`config.mk`:
```
export PLATFORM = sky130hd
export DESIGN_NAME = mux_addr_mem
export DESIGN_NICKNAME = d
export VERILOG_FILES = /design/src/rtl/mux_addr_mem_pkg.sv /design/src/rtl/rc_strobe_ctrl.sv /design/src/rtl/rc_cell_array.sv /design/src/rtl/mux_addr_mem.sv
export SDC_FILE = /design/constraint.sdc
export NUM_CORES = 1
export LEC_CHECK = 0
export ABC_AREA = 1
export CAP_MARGIN = 20
export CORE_UTILIZATION = 30
export CTS_CLUSTER_SIZE = 24
export DETAILED_ROUTE_END_ITERATION = 6
export HOLD_SLACK_MARGIN = 0.05
export PLACE_DENSITY_LB_ADDON = 0.1
export SLEW_MARGIN = 10
export SYNTH_ARGS = -nofsm -noshare
export SYNTH_HDL_FRONTEND = slang
export SYNTH_SLANG_ARGS = --single-unit
```
`constraint.sdc`:
```
create_clock -name clk -period 4.46 [get_ports clk]
set_input_delay 1.115 -clock clk [delete_from_list [all_inputs] [get_ports clk]]
set_output_delay 1.115 -clock clk [all_outputs]
set_load 0.01 [all_outputs]
```
`src/rtl/mux_addr_mem_pkg.sv`:
```
package mux_addr_mem_pkg;

  typedef enum logic [1:0] {
    ACC_NONE  = 2'd0,
    ACC_WRITE = 2'd1,
    ACC_READ  = 2'd2,
    ACC_FAULT = 2'd3
  } acc_kind_t;

  // Decode of the two control pins into the requested operation.
  function automatic acc_kind_t ctl_decode(input logic we_n, input logic rd_en);
    if (!we_n && !rd_en)     return ACC_WRITE;
    else if (we_n && rd_en)  return ACC_READ;
    else if (!we_n && rd_en) return ACC_FAULT;
    else                     return ACC_NONE;
  endfunction

endpackage

```
`src/rtl/rc_strobe_ctrl.sv`:
```
module rc_strobe_ctrl
  import mux_addr_mem_pkg::*;
#(
  parameter int ROW_W = 5,
  parameter int COL_W = 3
) (
  input  logic             clk,
  input  logic             rst_n,
  input  logic [ROW_W-1:0] addr_bus,
  input  logic             row_stb,
  input  logic             col_stb,
  input  logic             we_n,
  input  logic             rd_en,
  output logic [ROW_W-1:0] row_sel,
  output logic [COL_W-1:0] col_sel,
  output acc_kind_t        acc_kind,
  output logic             row_open
);

  function automatic logic [COL_W-1:0] col_field(input logic [ROW_W-1:0] bus);
    return bus[COL_W-1:0];
  endfunction

  logic row_prev_q;
  logic col_prev_q;
  logic [ROW_W-1:0] row_q;

  logic row_rise_w;
  logic col_rise_w;
  logic open_w;
  acc_kind_t req_w;

  assign row_rise_w = row_stb & ~row_prev_q;
  assign col_rise_w = col_stb & ~col_prev_q;
  assign open_w     = row_prev_q & row_stb;
  assign req_w      = ctl_decode(we_n, rd_en);

  always_ff @(posedge clk or negedge rst_n) begin
    if (!rst_n) begin
      row_prev_q <= 1'b0;
      col_prev_q <= 1'b0;
      row_q      <= '0;
    end else begin
      row_prev_q <= row_stb;
      col_prev_q <= col_stb;
      if (row_rise_w) row_q <= addr_bus;
    end
  end

  always_comb begin
    acc_kind = ACC_NONE;
    if (col_rise_w) begin
      if (!open_w) acc_kind = ACC_FAULT;
      else         acc_kind = req_w;
    end
  end

  assign row_sel  = row_q;
  assign col_sel  = col_field(addr_bus);
  assign row_open = open_w;


  row_hold_chk: assert property (@(posedge clk) disable iff (!rst_n)
    (row_prev_q && row_stb) |=> $stable(row_q));


  row_close_chk: assert property (@(posedge clk) disable iff (!rst_n)
    !row_stb |=> !row_open);


  single_shot_chk: assert property (@(posedge clk) disable iff (!rst_n)
    (col_stb && $past(col_stb)) |-> (acc_kind == ACC_NONE));

endmodule

```
`src/rtl/rc_cell_array.sv`:
```
module rc_cell_array
  import mux_addr_mem_pkg::*;
#(
  parameter int ROW_W  = 5,
  parameter int COL_W  = 3,
  parameter int DATA_W = 4
) (
  input  logic              clk,
  input  logic              rst_n,
  input  logic [ROW_W-1:0]  row_sel,
  input  logic [COL_W-1:0]  col_sel,
  input  logic              wr_fire,
  input  logic              rd_fire,
  input  logic [DATA_W-1:0] din,
  output logic [DATA_W-1:0] dout
);

  localparam int IDX_W = ROW_W + COL_W;
  localparam int DEPTH = 1 << IDX_W;

  function automatic logic [IDX_W-1:0] word_index(input logic [ROW_W-1:0] r,
                                                  input logic [COL_W-1:0] c);
    return {r, c};
  endfunction

  logic [DATA_W-1:0] cells [DEPTH];
  logic [DATA_W-1:0] dout_q;
  logic [IDX_W-1:0]  idx_w;

  assign idx_w = word_index(row_sel, col_sel);

  always_ff @(posedge clk) begin
    if (wr_fire) cells[idx_w] <= din;
  end

  always_ff @(posedge clk or negedge rst_n) begin
    if (!rst_n)       dout_q <= '0;
    else if (rd_fire) dout_q <= cells[idx_w];
  end

  assign dout = dout_q;


  dout_hold_chk: assert property (@(posedge clk) disable iff (!rst_n)
    !rd_fire |=> $stable(dout));


  no_dual_port_chk: assert property (@(posedge clk) disable iff (!rst_n)
    !(wr_fire && rd_fire));

endmodule

```
`src/rtl/mux_addr_mem.sv`:
```
module mux_addr_mem
  import mux_addr_mem_pkg::*;
#(
  parameter int ROW_W  = 5,
  parameter int COL_W  = 3,
  parameter int DATA_W = 4
) (
  input  logic              clk,
  input  logic              rst_n,
  input  logic [ROW_W-1:0]  addr_bus,
  input  logic              row_stb,
  input  logic              col_stb,
  input  logic              we_n,
  input  logic              rd_en,
  input  logic [DATA_W-1:0] din,
  output logic [DATA_W-1:0] dout,
  output logic              proto_err
);

  logic [ROW_W-1:0] row_sel_w;
  logic [COL_W-1:0] col_sel_w;
  acc_kind_t        acc_kind_w;
  logic             row_open_w;
  logic             wr_fire_w;
  logic             rd_fire_w;
  logic             err_fire_w;
  logic             err_q;

  rc_strobe_ctrl #(.ROW_W(ROW_W), .COL_W(COL_W)) u_ctrl (
    .clk      (clk),
    .rst_n    (rst_n),
    .addr_bus (addr_bus),
    .row_stb  (row_stb),
    .col_stb  (col_stb),
    .we_n     (we_n),
    .rd_en    (rd_en),
    .row_sel  (row_sel_w),
    .col_sel  (col_sel_w),
    .acc_kind (acc_kind_w),
    .row_open (row_open_w)
  );

  assign wr_fire_w  = (acc_kind_w == ACC_WRITE);
  assign rd_fire_w  = (acc_kind_w == ACC_READ);
  assign err_fire_w = (acc_kind_w == ACC_FAULT);

  rc_cell_array #(.ROW_W(ROW_W), .COL_W(COL_W), .DATA_W(DATA_W)) u_array (
    .clk     (clk),
    .rst_n   (rst_n),
    .row_sel (row_sel_w),
    .col_sel (col_sel_w),
    .wr_fire (wr_fire_w),
    .rd_fire (rd_fire_w),
    .din     (din),
    .dout    (dout)
  );

  always_ff @(posedge clk or negedge rst_n) begin
    if (!rst_n) err_q <= 1'b0;
    else        err_q <= err_fire_w;
  end

  assign proto_err = err_q;


  closed_col_err_chk: assert property (@(posedge clk) disable iff (!rst_n)
    (col_stb && !$past(col_stb) && !row_open_w) |=> proto_err);


  err_no_access_chk: assert property (@(posedge clk) disable iff (!rst_n)
    proto_err |-> !$past(wr_fire_w) && !$past(rd_fire_w));


  conflict_err_chk: assert property (@(posedge clk) disable iff (!rst_n)
    (col_stb && !$past(col_stb) && !we_n && rd_en) |=> proto_err);

endmodule

```
==> results.sh <==
export IMPL_initial_core_util_pct=30.3
export IMPL_cp_start_kind="input pin"
export IMPL_p_comb_share_pct=7.0
export IMPL_fin_worst_skew_ns=0.0367
export IMPL_drv_slew=0
export IMPL_ys_ff_latch=1036
export IMPL_via_count=28056
export IMPL_wl_per_cell_um=23.4
export IMPL_wl_um=138000
export IMPL_synth_cell_types=25
export IMPL_postCtsHoldBufs=0
export IMPL_drc=0
export IMPL_postPlaceCellArea_um2=45500
export IMPL_synth_area_um2=42800
export IMPL_tightest_slew_ns=0.929
export IMPL_pin_count=20
export IMPL_layout_common_cells="nand2_1, edfxtp_1, nor2_1"
export IMPL_hold_viol_final=0
export IMPL_post_cts_buffers=0
export IMPL_synth_nets=3920
export IMPL_final_layout_size_suffix_gt1_share_pct=7.43
export IMPL_first_global_vias=28821
export IMPL_irDropWorstVdd_mv=0.333
export IMPL_setup_viol=0
export IMPL_path_max_fanout=9
export IMPL_regArea_um2=31000
export IMPL_rsz0062_at_grt="no"
export IMPL_syn_inst=3905
export IMPL_required_ns=4.85
export IMPL_cellLeakagePower_uw=0.0178
export IMPL_grt_pass1_wl_um=202000
export IMPL_grtUsageTotal_pct=19.1
export IMPL_port_buffers=19
export IMPL_synth_top_area_share_pct=71.8
export IMPL_critical_path_class="input pin to flip-flop"
export IMPL_clk_pin_slew_ns=0.06
export IMPL_firstDrtPassIters=6
export IMPL_outcome="complete, no violations"
export IMPL_power_density_nw_per_um2=442
export IMPL_p_sw_uw=5170
export IMPL_slowest_delay_ns=0.55
export IMPL_diodes=0
export IMPL_p_seq_share_pct=49.4
export IMPL_numCtsBuffers=114
export IMPL_fp_dieW_um=380
export IMPL_clock_latency_ns=0.75
export IMPL_slew_headroom_pct=38.1
export IMPL_synthTopCellsByArea="edfxtp_1, nand2_1, nor2_1, nand3_1, nand4_1"
export IMPL_period_minus_slack_ns=3.33
export IMPL_fillCellCount=14276
export IMPL_rows=138
export IMPL_finalHoldWorstSlack_ns=0.514
export IMPL_synth_area_leader_cell="edfxtp_1"
export IMPL_clkPwrFrac_pct=43.7
export IMPL_gr_total_overflow=0
export IMPL_clockBufferDepth=3
export IMPL_yosys_warnings=0
export IMPL_fin_nets=3934
export IMPL_viasPerCell=4.75
export IMPL_worst_path_most_repeated_cell="nor2_1"
export IMPL_cts_resized=0
export IMPL_mostFrequentLayoutCell="nand2_1"
export IMPL_htreeDepth=3
export IMPL_hp_class="flip-flop to flip-flop"
export IMPL_tns_ns=0
export IMPL_p_int_uw=16600
export IMPL_die_y_um=380
export IMPL_cp_arrival_ns=3.71
export IMPL_dr_first_iter_drc_count=2171
export IMPL_multi_input_area_um2=10600
export IMPL_worstSetupEndpointType="flip-flop"
export IMPL_gp_congestion=0.770
export IMPL_syn_area_per_cell_um2=11.0
export IMPL_ys_seq_area_share_pct=72.5
export IMPL_core_area_um2=142000
export IMPL_crit_slowest_cell="clkdlybuf4s50_1"
export IMPL_grt_antenna_before_repair=5
export IMPL_hpwl_um=80800
export IMPL_cts_tree="built"
export IMPL_grt_max_degree=105
export IMPL_min_period_over_period_pct=74.6
export IMPL_totalPowerFinal_uw=21800
export IMPL_swShare_pct=23.7
export IMPL_crit_chain="clkdlybuf4s50_1 > nand2_1 > nor2_1 > nand3_1 > nor3_2 > nand2_2 > buf_12 > nor2_1"
export IMPL_fmax_mhz=300
export IMPL_die_area_um2=144000
export IMPL_stdcell_area_um2=49200
export IMPL_clkSinkCount=1036
export IMPL_cap_violations=0
export IMPL_ant_nets=0
export IMPL_clock_root_buffer="clkbuf_16"
export IMPL_area_growth_pct=14.9
## sequential cells by signal, indices dropped and copies added (netlist names)
register	cells
proto_err	1
u_ctrl.col_prev_q	1
u_array.cells	1024
u_ctrl.row_sel	5
u_array.dout	4
u_ctrl.row_prev_q	1
## power by group through the flow
stage,logic [uW],registers (uW),clock network [uW]
floorplan,753,10900,0
global placement,1550,10900,0
detailed placement,1540,10900,0
CTS,1550,10700,9730
global route,1660,10700,10100
finish,1510,10700,9500
## synthesized netlist by cell type
cell,number
o21ai_1,39
inv_2,1
a31oi_1,1
buf_1,5
nand2_1,1800
a21oi_1,41
nor2_4,2
edfxtp_1,1024
nor3_1,1
inv_1,21
or2_2,4
o21ai_0,10
buf_4,42
nand3_1,208
clkbuf_1,57
nand4_1,90
nor2_2,3
clkinv_1,1
nor3_2,4
buf_2,108
nor2_1,421
buf_6,8
mux2_2,1
dfrtp_1,12
inv_4,1
## final cells by class
class                      count  area share, %
clock buffer                 136           6.01
clock inverter                73           1.51
inverter                      24          0.206
multi-input combinational   2625           21.5
sequential                  1036           63.1
tap                         1890           4.81
timing repair buffer         118           2.87
## routing by layer
layer	part of all wire [%]	up-vias	global-route usage [%]
li1	-	13225	-
met1	47	14092	26.9
met2	47	585	31.1
met3	4.1	154	2.30
met4	1.9	0	4.88
met5	0	-	0
## logic make-up (layout without fill, tap and decap cells)
| family | after synthesis | in the layout | synth area share (%) |
|---|---|---|---|
| simple gates | 2533 | 2533 | 23.5 |
| flops | 1036 | 1036 | 72.5 |
| buf+inv | 244 | 351 | 2.97 |
| compound gates | 91 | 91 | 1.07 |
| mux | 1 | 1 | 0.0263 |
## final timing paths
kind | from | end | slack (ns) | depth (start not counted)
setup / recovery | row_stb | u_array.cells[111][2]$_DFFE_PP_ | 1.13 | 8
hold reg to reg | u_ctrl.col_prev_q$_DFF_PN0_ | proto_err$_DFF_PN0_ | 0.51 | 3
hold / removal | u_ctrl.col_prev_q$_DFF_PN0_ | proto_err$_DFF_PN0_ | 0.51 | 3
min in group asynchronous | rst_n | u_ctrl.row_sel[3]$_DFFE_PN0P_ | 0.80 | 1
max in group asynchronous | rst_n | u_array.dout[1]$_DFFE_PN0N_ | 3.17 | 1
setup reg to reg | u_ctrl.row_sel[3]$_DFFE_PN0P_ | u_array.cells[30][1]$_DFFE_PP_ | 1.50 | 3
## metrics by stage
step	worst slack [ns]	utilization, %	instances
CTS	1.18	34.8	5902
global placement	0.424	32.1	5693
floorplan	1.64	-	3905
global route	0.953	34.8	5902
finish	1.13	34.8	5902
detailed placement	0.382	32.1	5693
## critical path, delay by kind of cell
kind | cells | cell delay [ns]
simple gates | 6 | 1.71
buf+inv | 2 | 0.86
Power figures use the tool's default switching activity.
